==> src/rtl/msg_segmenter.sv <==
module msg_segmenter #(
  parameter int NSEG   = 16,
  parameter int MAXSEG = 256,
  parameter int LW     = 13,
  parameter int TW     = 16,
  parameter int RW     = 4,
  parameter int IDW    = 8,
  parameter int EVW    = 16
) (
  input  logic             clk,
  input  logic             rst_n,
  input  logic             desc_valid,
  output logic             desc_ready,
  input  logic             desc_bell,
  input  logic [LW-1:0]    desc_len,
  input  logic [2:0]       desc_shift,
  input  logic [IDW-1:0]   desc_src,
  input  logic [IDW-1:0]   desc_dst,
  input  logic [EVW-1:0]   desc_event,
  input  logic [RW-1:0]    desc_max_retry,
  input  logic [TW-1:0]    desc_timeout,
  output logic             seg_valid,
  input  logic             seg_ready,
  output logic             seg_bell,
  output logic [$clog2(NSEG)-1:0] seg_index,
  output logic [$clog2(NSEG):0]   seg_total,
  output logic [LW-2:0]    seg_offset,
  output logic [$clog2(MAXSEG):0] seg_bytes,
  output logic [IDW-1:0]   seg_src,
  output logic [IDW-1:0]   seg_dst,
  output logic [EVW-1:0]   seg_event,
  input  logic             rsp_valid,
  input  logic [$clog2(NSEG)-1:0] rsp_index,
  input  logic [1:0]       rsp_status,
  input  logic [IDW-1:0]   rsp_src,
  input  logic [IDW-1:0]   rsp_dst,
  output logic             done_valid,
  output logic             done_ok
);
  localparam int IW     = $clog2(NSEG);
  localparam int CW     = IW + 1;
  localparam int BW     = $clog2(MAXSEG) + 1;
  localparam int MAXSH  = $clog2(MAXSEG) - 3;
  localparam int MAXLEN = NSEG * MAXSEG;

  typedef enum logic [1:0] {S_NONE, S_SEND, S_WAIT, S_DONE} seg_st_t;

  seg_st_t         st  [NSEG];
  logic [TW-1:0]   tmr [NSEG];
  logic            run, abort_q, bell_q;
  logic [LW-1:0]   len_q;
  logic [2:0]      sh_q;
  logic [CW-1:0]   tot_q;
  logic [IDW-1:0]  src_q, dst_q;
  logic [EVW-1:0]  ev_q;
  logic [RW-1:0]   lim_q, rcnt_q;
  logic [TW-1:0]   to_q;

  // descriptor decode
  logic [3:0]  sh4_in;
  logic [LW-1:0] sz_in;
  logic [LW:0] sum_in, tot_w;
  logic        bad, accept, start;
  logic [CW-1:0] tot_in;

  assign sh4_in = {1'b0, desc_shift} + 4'd3;
  assign sz_in  = LW'(1) << sh4_in;
  assign sum_in = {1'b0, desc_len} + {1'b0, sz_in} - 1'b1;
  assign tot_w  = sum_in >> sh4_in;
  assign bad    = !desc_bell && (desc_len == '0 || 32'(desc_len) > MAXLEN ||
                                 32'(desc_shift) > MAXSH || 32'(tot_w) > NSEG);
  assign tot_in = desc_bell ? CW'(1) : tot_w[CW-1:0];
  assign desc_ready = !run;
  assign accept = desc_valid && !run;
  assign start  = accept && !bad;

  // send selection and occupancy
  logic [IW-1:0] pick;
  logic          any_send, any_wait;
  always_comb begin
    pick = '0;
    any_send = 1'b0;
    any_wait = 1'b0;
    for (int i = 0; i < NSEG; i++) begin
      if (!any_send && st[i] == S_SEND) begin
        pick = IW'(i);
        any_send = 1'b1;
      end
      if (st[i] == S_WAIT) any_wait = 1'b1;
    end
  end

  logic          fire;
  logic [3:0]    sh4_q;
  logic [LW-1:0] off_w, bytes_w;
  assign seg_valid = run && !abort_q && any_send;
  assign fire      = seg_valid && seg_ready;
  assign sh4_q     = {1'b0, sh_q} + 4'd3;
  assign off_w     = LW'(pick) << sh4_q;
  assign bytes_w   = (CW'(pick) == tot_q - 1'b1) ? len_q - off_w : LW'(1) << sh4_q;
  assign seg_bell   = bell_q;
  assign seg_index  = pick;
  assign seg_total  = tot_q;
  assign seg_offset = bell_q ? '0 : off_w[LW-2:0];
  assign seg_bytes  = bell_q ? '0 : bytes_w[BW-1:0];
  assign seg_src    = src_q;
  assign seg_dst    = dst_q;
  assign seg_event  = ev_q;

  // response matching
  logic rsp_hit, rsp_err, rsp_retry, retry_over, finish;
  logic [NSEG-1:0] to_vec;
  assign rsp_hit    = run && rsp_valid && rsp_src == dst_q && rsp_dst == src_q &&
                      32'(rsp_index) < NSEG && st[rsp_index] == S_WAIT;
  assign rsp_retry  = rsp_hit && rsp_status == 2'd2;
  assign rsp_err    = rsp_hit && (rsp_status == 2'd1 || rsp_status == 2'd3);
  assign retry_over = rsp_retry && rcnt_q == lim_q;
  assign finish     = run && !any_wait && (abort_q || !any_send);

  always_comb
    for (int i = 0; i < NSEG; i++)
      to_vec[i] = run && st[i] == S_WAIT && tmr[i] == to_q &&
                  !(rsp_hit && 32'(rsp_index) == i);

  always_ff @(posedge clk or negedge rst_n)
    if (!rst_n) begin
      run <= 1'b0; abort_q <= 1'b0; bell_q <= 1'b0;
      len_q <= '0; sh_q <= '0; tot_q <= '0; src_q <= '0; dst_q <= '0;
      ev_q <= '0; lim_q <= '0; rcnt_q <= '0; to_q <= '0;
      done_valid <= 1'b0; done_ok <= 1'b0;
    end else begin
      done_valid <= (accept && bad) || finish;
      done_ok    <= finish && !abort_q;
      if (start) begin
        run <= 1'b1; abort_q <= 1'b0; bell_q <= desc_bell;
        len_q <= desc_len; sh_q <= desc_shift; tot_q <= tot_in;
        src_q <= desc_src; dst_q <= desc_dst; ev_q <= desc_event;
        lim_q <= desc_max_retry; rcnt_q <= '0; to_q <= desc_timeout;
      end else begin
        if (finish) run <= 1'b0;
        if (rsp_err || retry_over || |to_vec) abort_q <= 1'b1;
        if (rsp_retry && !retry_over) rcnt_q <= rcnt_q + 1'b1;
      end
    end

  for (genvar g = 0; g < NSEG; g++) begin : g_seg
    always_ff @(posedge clk or negedge rst_n)
      if (!rst_n) begin
        st[g]  <= S_NONE;
        tmr[g] <= '0;
      end else if (start) begin
        st[g]  <= (g < 32'(tot_in)) ? S_SEND : S_NONE;
        tmr[g] <= '0;
      end else if (fire && 32'(pick) == g) begin
        st[g]  <= S_WAIT;
        tmr[g] <= '0;
      end else if (rsp_hit && 32'(rsp_index) == g) begin
        if (rsp_retry && !retry_over && !abort_q) st[g] <= S_SEND;
        else                                      st[g] <= S_DONE;
      end else if (to_vec[g]) begin
        st[g] <= S_DONE;
      end else if (st[g] == S_WAIT) begin
        tmr[g] <= tmr[g] + 1'b1;
      end else if (abort_q && st[g] == S_SEND) begin
        st[g] <= S_NONE;
      end
  end

  assert_index_range_R1: assert property (@(posedge clk) disable iff (!rst_n)
    seg_valid |-> CW'(seg_index) < seg_total);
  assert_seg_size_R1: assert property (@(posedge clk) disable iff (!rst_n)
    seg_valid && !seg_bell |-> seg_bytes != '0 && 32'(seg_bytes) <= MAXSEG);
  assert_seg_fits_R1: assert property (@(posedge clk) disable iff (!rst_n)
    seg_valid && !seg_bell |-> LW'(seg_offset) + LW'(seg_bytes) <= len_q);
  assert_halt_on_error_R7: assert property (@(posedge clk) disable iff (!rst_n)
    rsp_err |=> !seg_valid);
  assert_single_pulse_R11: assert property (@(posedge clk) disable iff (!rst_n)
    done_valid |=> !done_valid);
endmodule

==> config.mk <==
export PLATFORM = sky130hd
export DESIGN_NAME = msg_segmenter
export DESIGN_NICKNAME = d
export VERILOG_FILES = /design/src/rtl/msg_segmenter.sv
export SDC_FILE = /design/constraint.sdc
export NUM_CORES = 1
export LEC_CHECK = 0
export BUFFER_PORTS_ARGS = -buffer_cell sky130_fd_sc_hd__buf_4
export CAP_MARGIN = 20
export CORE_MARGIN = 3
export CORE_UTILIZATION = 62
export CTS_CLUSTER_SIZE = 10
export DETAILED_ROUTE_END_ITERATION = 7
export PLACE_DENSITY = 0.77
export SLEW_MARGIN = 25
export SYNTH_ARGS = -nofsm -noshare
export SYNTH_HDL_FRONTEND = slang
export SYNTH_SLANG_ARGS = --single-unit
==> constraint.sdc <==
create_clock -name clk -period 6.15 [get_ports clk]
set_input_delay 0.615 -clock clk [delete_from_list [all_inputs] [get_ports clk]]
set_output_delay 0.615 -clock clk [all_outputs]
set_load 0.02 [all_outputs]
== After elaboration in Yosys (flattened, before gate mapping) ==
Index checks and enable logic that the tools add are counted.
Storage, ports and cells
  word-level logic and storage cells: 728
  flip-flop bits (word level): 366
Operators by class
  shifts and indexed selects: 4
  reduce and logical (&&, ||, !) cells: 247
  add/subtract/negate cells: 23
  magnitude comparators: 20
  equality and inequality tests: 134
  muxes and demuxes: 253
  bitwise gates (word level): 1
Operators with widths (count)
  16-bit two-way mux: 80
  16-bit by 1-bit adder with 16-bit output, second input constant: 16
  16-bit == test: 16
  2-bit two-way mux: 101
  1-bit logical AND: 130
  3-bit by 2-bit != test with 1-bit output, second input constant: 32
  5-bit by 3-bit != test with 1-bit output, second input constant: 16
  5-bit nonzero test: 16
  4-bit == test, second input constant: 16
  1-bit two-way mux: 53
  3-bit AND reduction: 16
  3-bit nonzero test: 16
  4-bit by 5-bit < comparator with 1-bit output, first input constant: 8
  4-bit two-way mux: 10
  2-bit == test, second input constant: 19
  1-bit zero test: 38
  2-bit by 1-bit == test with 1-bit output, second input constant: 17
  4-bit by 3-bit == test with 1-bit output, second input constant: 8
  2-bit AND reduction: 16
  3-bit by 5-bit < comparator with 1-bit output, first input constant: 4
  9-bit two-way mux: 2
  4-bit by 2-bit == test with 1-bit output, second input constant: 4
  8-bit == test: 2
  16-bit OR reduction: 1
  other kinds (28): 45

== Logic depth before layout (Yosys ltp) ==
Gate-level depths: netlist (run 1).
  depth in word-level cells: 52
  gate-level depth with buffers: 22

== Worst setup path before layout (run 1) ==
No wires, ideal clock.
  path type: register to output
  from: register st[26] (netlist bit)
  to: output port seg_bytes[8]
  required time: 5.535 ns
  arrival time: 4.916 ns
  stages on the path, launching flop included: 18
  setup slack: 0.619 ns
  cells stage by stage: dfrtp_1 > nor2b_1 > or4_1 > clkbuf_1 > or4_4 > o32ai_2 > o311ai_0 > nand2b_1 > fa_1 > a21o_1 > a21oi_1 > o21ai_0 > a21oi_1 > o21bai_1 > a21oi_1 > xnor2_1 > xnor2_1 > o31ai_1
On the way
  longest elaborated chain between the ends: 46
  elaborated cells between the ends (all ways): 60
RTL lines
  start: declaration: RTL line 48  | seg_st_t st [NSEG];
  start signal: indexed assignment: RTL line 152  | st[g] <= (g < 32'(tot_in)) ? S_SEND : S_NONE;
  2-bit by 1-bit == test with 1-bit output *: RTL line 85  | if (!any_send && st[i] == S_SEND) begin
  1-bit logical AND *: RTL line 85
  1-bit two-way mux: RTL line 85
  1-bit zero test: RTL line 85
  1-bit logical AND: RTL line 85
  1-bit two-way mux: RTL line 85
  1-bit zero test: RTL line 85
  1-bit logical AND: RTL line 85
  [30 not listed]
  1-bit two-way mux: RTL line 85
  1-bit zero test: RTL line 85
  1-bit logical AND: RTL line 85
  4-bit two-way mux *: RTL line 85
  4-bit by 4-bit << shifter with 12-bit output: RTL line 99  | assign off_w = LW'(pick) << sh4_q;
  9-bit subtractor: RTL line 100  | assign bytes_w = (CW'(pick) == tot_q - 1'b1) ? len_q - off_w : LW'(1) << sh4_q;
  9-bit two-way mux *: RTL line 100
  9-bit two-way mux *: RTL line 105  | assign seg_bytes = bell_q ? '0 : bytes_w[BW-1:0];
  end: declaration: RTL line 28  | output logic [$clog2(MAXSEG):0] seg_bytes,
Mark *: on every way between the ends. The rest lies on a longest branch, timed or not.

== Final worst setup path (run 1) ==
Ends and elaborated chain as after synthesis.

==> impl_metrics.toml, run 1 <==
[critical_path]
crit_fanout = 7
r2r-end = "tmr[117]"
r2r_cells = 9
cpMaxStageDelayCell = "or4_4"
crit_type = "flip-flop to primary output"
arrival_ns = 5.38
timing.rr.start = "st[23]"
path_delay_family = "compound AO/OA/AOI/OAI gates"
start_kind = "flip-flop"
cp.required_ns = 5.53
cp.buffers_inverters = 2
r2r_setup_slack_ns = 1.86
worst_path_largest_cell_delay_ns = 0.60
critical_path.endpoint_type = "primary output"
path_cells = "nor2b_1, or4_4, or4_4, o32ai_4, o311ai_1, buf_4, nand2b_1, fa_2, a21o_1, a21oi_2, o21ai_0, a21oi_2, o21bai_1, a21oi_1, xnor2_1, xnor2_1, o31ai_1, buf_4"

[synthesis]
ys_ff_latch = 366
yosys.area.top_type = "dfrtp_1"
avgSynthCellArea_um2 = 8.842
synth_top_area_share_pct = 35.85
synthCells = 2889
synth.area.top_cells = "dfrtp_1 36%, xnor2_1 9.3%, xor2_1 8.4%"
synthDistinctLibCells = 84
syn-cell-area_mm2 = 0.02554
yosysSeqAreaShare_pct = 35.85
synth_edf_count = 0
synth-main-ff-cell = "dfrtp_1"
yosysWarnings = 0
async_flop_share_pct = 100.0

[sta]
final.setup_skew_ns = 0.04166
fin_tns_setup_ns = 0
slew_headroom_pct = 30.21
min_period_ns = 5.999
post-route-period-util_pct = 97.55
timing.fmax_ghz = 0.1667
rsz0062_at_grt = "no"
drv_slew = 0
worstMarginPinSlew_ns = 1.037
setup-violations-final = 0
hold_violations = 0
fin_ws_ns = 0.1509

[route]
vias = 23130
ant_nets = 0
totalWireLength_um = 79710
drtIter0Drc = 2280
avgRoutedWirePerCell_um = 22.46
drtPass1Iterations = 6
drc = 0
viasPerCell = 6.517

[final_layout]
multi_input_area_mm2 = 0.01533
fin_util_pct = 71.38
final_area_mm2 = 0.02869
nets = 3152
antenna_cells = 0
drive_gt1_share_pct = 12.33
seq_area_mm2 = 0.009163
fillers = 3114
area_growth_syn_to_layout_pct = 12.29

[power_and_ir_drop]
power_w = 0.01245
switchingPower_w = 0.005671
combPwrFrac_pct = 50.1
pwr_density_cell_mw_per_mm2 = 434.1
p_clk_share_pct = 20.3
swShare_pct = 45.55
power.internal_w = 0.006780
seqPwrFrac_pct = 29.6
p_leak_nw = 12.20
ir_drop_v = 0.0005508

[min_path]
min_path_type = "input pin to asynchronous set/reset pin"

[global_route]
grt_remaining_overflow = 0
grt_pass1_vias = 23090
antenna_found_initial = 1
grt_max_degree = 146
grt_pass1_wl_um = 126200
track_usage_pct = 35.77

[outcome]
status = "complete, no violations"

[clock_tree]
cts_made_buffers = 45
htreeDepth = 2
path_clk_slew_ns = 0.06
clk_path_buf_depth = 3
insertion_delay_ns = 0.61
cts_root_buf = "clkbuf_16"
cts_sinks = 366
cts_tree = "done"

[place]
gp_congestion = 1.032
port_buffers = 162
hpwl_um = 55670
place_area_mm2 = 0.02726
place_ws_ns = 0.2650

[run]
maxCapViolCount = 0

[floorplanning]
core_area_mm2 = 0.04019
chipWidth_um = 209.0
io_pins = 163
die_h_um = 209.0
initial_utilization_pct = 63.56
fp-row-count = 73
dieArea_mm2 = 0.04367
-- area by class of cell --
cell class                      instances  share of cell area [%]
Inverter                              107                   1.400
Tap cell                              525                   2.290
Timing Repair Buffer                  224                   6.194
Multi-Input combinational cell       2259                   53.45
Sequential cell                       366                   31.94
Clock buffer                           63                   4.445
Clock inverter                          5                  0.2835
-- cell usage after synthesis (all sizes together) (6+ instances only) --
library cell and n:
ha 52, inv 105, nor4 83, nand2 177, nor2b 53, nor2 195
and3 76, a21o 10, o32ai 6, o221ai 7, nand3b 8, buf 54
mux2i 27, nand3 112, dfrtp 366, a31oi 8, nor3b 10, xnor2 270
o21a 15, or3 18, and4 16, xor2 246, mux2 76, a21oi 89
mux4 7, clkbuf 104, a21boi 8, or2 17, nor3 301, o211ai 8
a211oi 20, o31ai 7, a221oi 6, o22ai 10, o21ai 57, nand4 108
and2 27, or4 21, a311oi 8, nand2b 32
-- registers in the layout, indices dropped and copies added (netlist names), 3 cells and up --
signal,count
lim_q,4
rcnt_q,4
to_q,16
seg_event,16
st,32
seg_total,5
sh_q,3
seg_dst,8
len_q,9
tmr,256
seg_src,8
-- cells in the final DEF, fill, tap and decap left out, drive strengths merged, types with 52 or more instances in the layout --
| cell type | n |
|---|---|
| a21oi | 89 |
| and3 | 76 |
| inv | 106 |
| clkbuf | 63 |
| xnor2 | 270 |
| nor2b | 53 |
| nor2 | 195 |
| nor4 | 83 |
| nand2 | 177 |
| o21ai | 57 |
| nor3 | 301 |
| buf | 224 |
| dfrtp | 366 |
| ha | 52 |
| nand3 | 112 |
| xor2 | 246 |
| nand4 | 108 |
| mux2 | 76 |
-- cells by family after synthesis --
logic type | synth area share [%]
multiplexers | 5.025
adder cells (fa/ha/maj) | 2.625
flip-flops | 35.85
AND/OR/NAND/NOR | 26.25
buffers and inverters | 4.526
other | 0.01468
AO/OA/AOI/OAI | 8.013
XOR/XNOR | 17.69
-- layer usage --
layer  global-route usage [%]  part of all wire [%]
met1                    46.40                    39
met2                    57.80                    47
met3                    7.942                   9.9
met4                    15.80                   4.6
met5                        0                 0.014
-- worst max path at each step --
stage,start,endpoint,slack [ns],cells past startpoint
6_report,st[26],seg_bytes[8],0.15,18
5_1_grt,st[24],seg_bytes[8],0.02,18
4_1_cts,st[26],seg_bytes[8],0.03,18
3_5_place_dp,desc_shift[0],to_q[14],0.26,18
3_3_place_gp,desc_shift[0],seg_src[7],0.29,18
2_1_floorplan,st[26],seg_bytes[8],0.62,17
-- metrics by stage --
step / std cells / hold slack, ns
2_1_floorplan: 2890 / 0.3194
3_3_place_gp: 3480 / 0.4679
3_5_place_dp: 3480 / 0.4762
5_1_grt: 3549 / 0.1513
6_report: 3549 / 0.05465
4_1_cts: 3549 / 0.1105
-- power by group through the flow --
stage	Clock, W	Sequential (W)	Combinational (W)
2_1_floorplan	0	0.00344	0.00414
4_1_cts	0.00256	0.00365	0.00607
6_report	0.00253	0.00368	0.00624
5_1_grt	0.00265	0.00374	0.00671
3_5_place_dp	0	0.00369	0.00597
3_3_place_gp	0	0.00366	0.00582
-- repair_timing --
action | 4_1_cts | 5_1_grt
endpoints found under the hold margin | 0 | 0
endpoints found under the setup margin | 2 | 2
pin swaps | 3 | 5
buffers inserted | 1 | 0
resized for setup | 6 | 11
hold buffers | 0 | 0
Note: power is estimated with default switching activity, not from simulation.
==> run 2: changes to the inputs <==
Settings changed: BUFFER_PORTS_ARGS -buffer_cell sky130_fd_sc_hd__buf_4 to default, CAP_MARGIN 20 to default, CORE_UTILIZATION 62 to 65, DONT_BUFFER_PORTS from default to 1, SLEW_MARGIN 25 to 20.
==> impl_metrics.toml, run 2 (synthesis gave the netlist of run 1 again) <==
[route]
ant_nets = 0
drtIter0Drc = 2292
drtPass1Iterations = 6
totalWireLength_um = 77800
drc = 0
vias = 22320
avgRoutedWirePerCell_um = 23.11
viasPerCell = 6.630

[outcome]
status = "finished, violations left"
violations = "hold timing"

[final_layout]
drive_gt1_share_pct = 7.078
final_cell_mix = "365 x dfrtp_1, 296 x nor3_1, 270 x xnor2_1"
nets = 2985
largest_reg_flops = 256
top_regs = "tmr (256), st (32)"
area_growth_syn_to_layout_pct = 7.039
top_register = "tmr"
final_common_cell = "dfrtp_1"

[critical_path]
r2r_cells = 10
worst_path_largest_cell_delay_ns = 0.61
timing.rr.start = "st[1]"
worst-path-stages = 18
crit_type = "flip-flop to primary output"
cp.buffers_inverters = 2
path_delay_family = "simple AND/OR/NAND/NOR gates"
crit_fanout = 12
cpMaxStageDelayCell = "or4_4"
path_cells = "nor2b_1, or4_4, or4_4, o32a_2, nand2_1, o21ai_1, mux2i_1, nand2_1, ha_1, inv_1, a21oi_1, o21ai_1, a21boi_0, o21a_1, nor3_1, or3b_1, a21oi_1, buf_4"
cp.required_ns = 5.53
crit_end = "seg_bytes[7]"
r2r-end = "tmr[117]"
r2r_setup_slack_ns = 1.95
critical_path.endpoint_type = "primary output"
arrival_ns = 5.25
start_kind = "flip-flop"
crit_start = "st[30]"

[clock_tree]
cts_made_buffers = 45
insertion_delay_ns = 0.58
htreeDepth = 2
cts_sinks = 366
cts_root_buf = "clkbuf_16"
clk_path_buf_depth = 3
cts_tree = "done"
path_clk_slew_ns = 0.06

[floorplanning]
die_h_um = 204.2
initial_utilization_pct = 66.87
chipWidth_um = 204.2
fp-row-count = 71
core_area_mm2 = 0.03820
dieArea_mm2 = 0.04171
io_pins = 163

[sta]
fin_hold_ws_ns = -0.2550
fin_ws_ns = 0.2890
min_period_ns = 5.861
setup-violations-final = 0
final.setup_skew_ns = 0.02438
timing.fmax_ghz = 0.1706
slew_headroom_pct = 24.22
hold_violations = 366
worstMarginPinSlew_ns = 1.137
post-route-period-util_pct = 95.30
drv_slew = 0

[place]
place_ws_ns = 0.4979
port_buffers = 0
gp_congestion = 1.013
hpwl_um = 53800

[global_route]
grt_max_degree = 367
antenna_found_initial = 3
grt_remaining_overflow = 0
grt_pass1_vias = 21920
track_usage_pct = 36.86
grt_pass1_wl_um = 121700

[min_path]
min_path_type = "input pin to asynchronous set/reset pin"

[power_and_ir_drop]
pwr_density_cell_mw_per_mm2 = 435.7
p_leak_nw = 11.36
power_w = 0.01191
ir_drop_v = 0.0006367

[run]
maxCapViolCount = 0
## run 2: worst min-delay path by stage
stage                      from       end  slack, ns  depth (start not counted)
after floorplan           rst_n   abort_q       0.32                          0
after global placement    rst_n  tmr[244]       0.33                          0
after detailed placement  rst_n  tmr[245]       0.33                          0
after CTS                 rst_n  tmr[116]      -0.28                          0
after global routing      rst_n  tmr[243]      -0.29                          0
final                     rst_n  tmr[245]      -0.26                          0
## run 2: metrics by stage
| stage | utilization (%) | std cells | area (um^2) | TNS (ns) |
|---|---|---|---|---|
| 2_1_floorplan | - | 2890 | 25550 | 0 |
| 6_report | 71.58 | 3367 | 27340 | 0 |
| 3_3_place_gp | 67.97 | 3299 | 25960 | 0 |
| 5_1_grt | 71.57 | 3366 | 27340 | -0.02304 |
| 3_5_place_dp | 67.97 | 3299 | 25960 | 0 |
| 4_1_cts | 71.43 | 3364 | 27280 | 0 |
## run 2: what timing repair did
item,CTS,global route
resized for setup,3,8
pin swaps,0,2
hold endpoints to repair,366,366
buffers inserted,0,1
setup endpoints to repair,2,3
## run 2: power breakdown
part	switching (W)	internal (W)
sequential	0.000966	0.00289
clock	0.00103	0.00144
combinational	0.00348	0.00211
## run 2: final cells by class
type,count,area (um^2)
Multi-Input combinational cell,2259,15320
Sequential cell,366,9160
Timing Repair Buffer,57,503.0
Inverter,107,401.6
Tap cell,511,639.4
Fill cell,2979,10860
Clock inverter,6,68.82
Clock buffer,59,1240
Antenna cell,2,5.005
## run 2: metal layers
layer	part of all wire (%)	global-route usage, %	wire, um	vias up
li1	-	-	-	10100
met1	40	48.43	30810	10900
met2	46	58.32	35440	1063
met3	9.6	8.520	7480	253
met4	5.2	16.76	4037	4
met5	0.044	0.3571	34	-
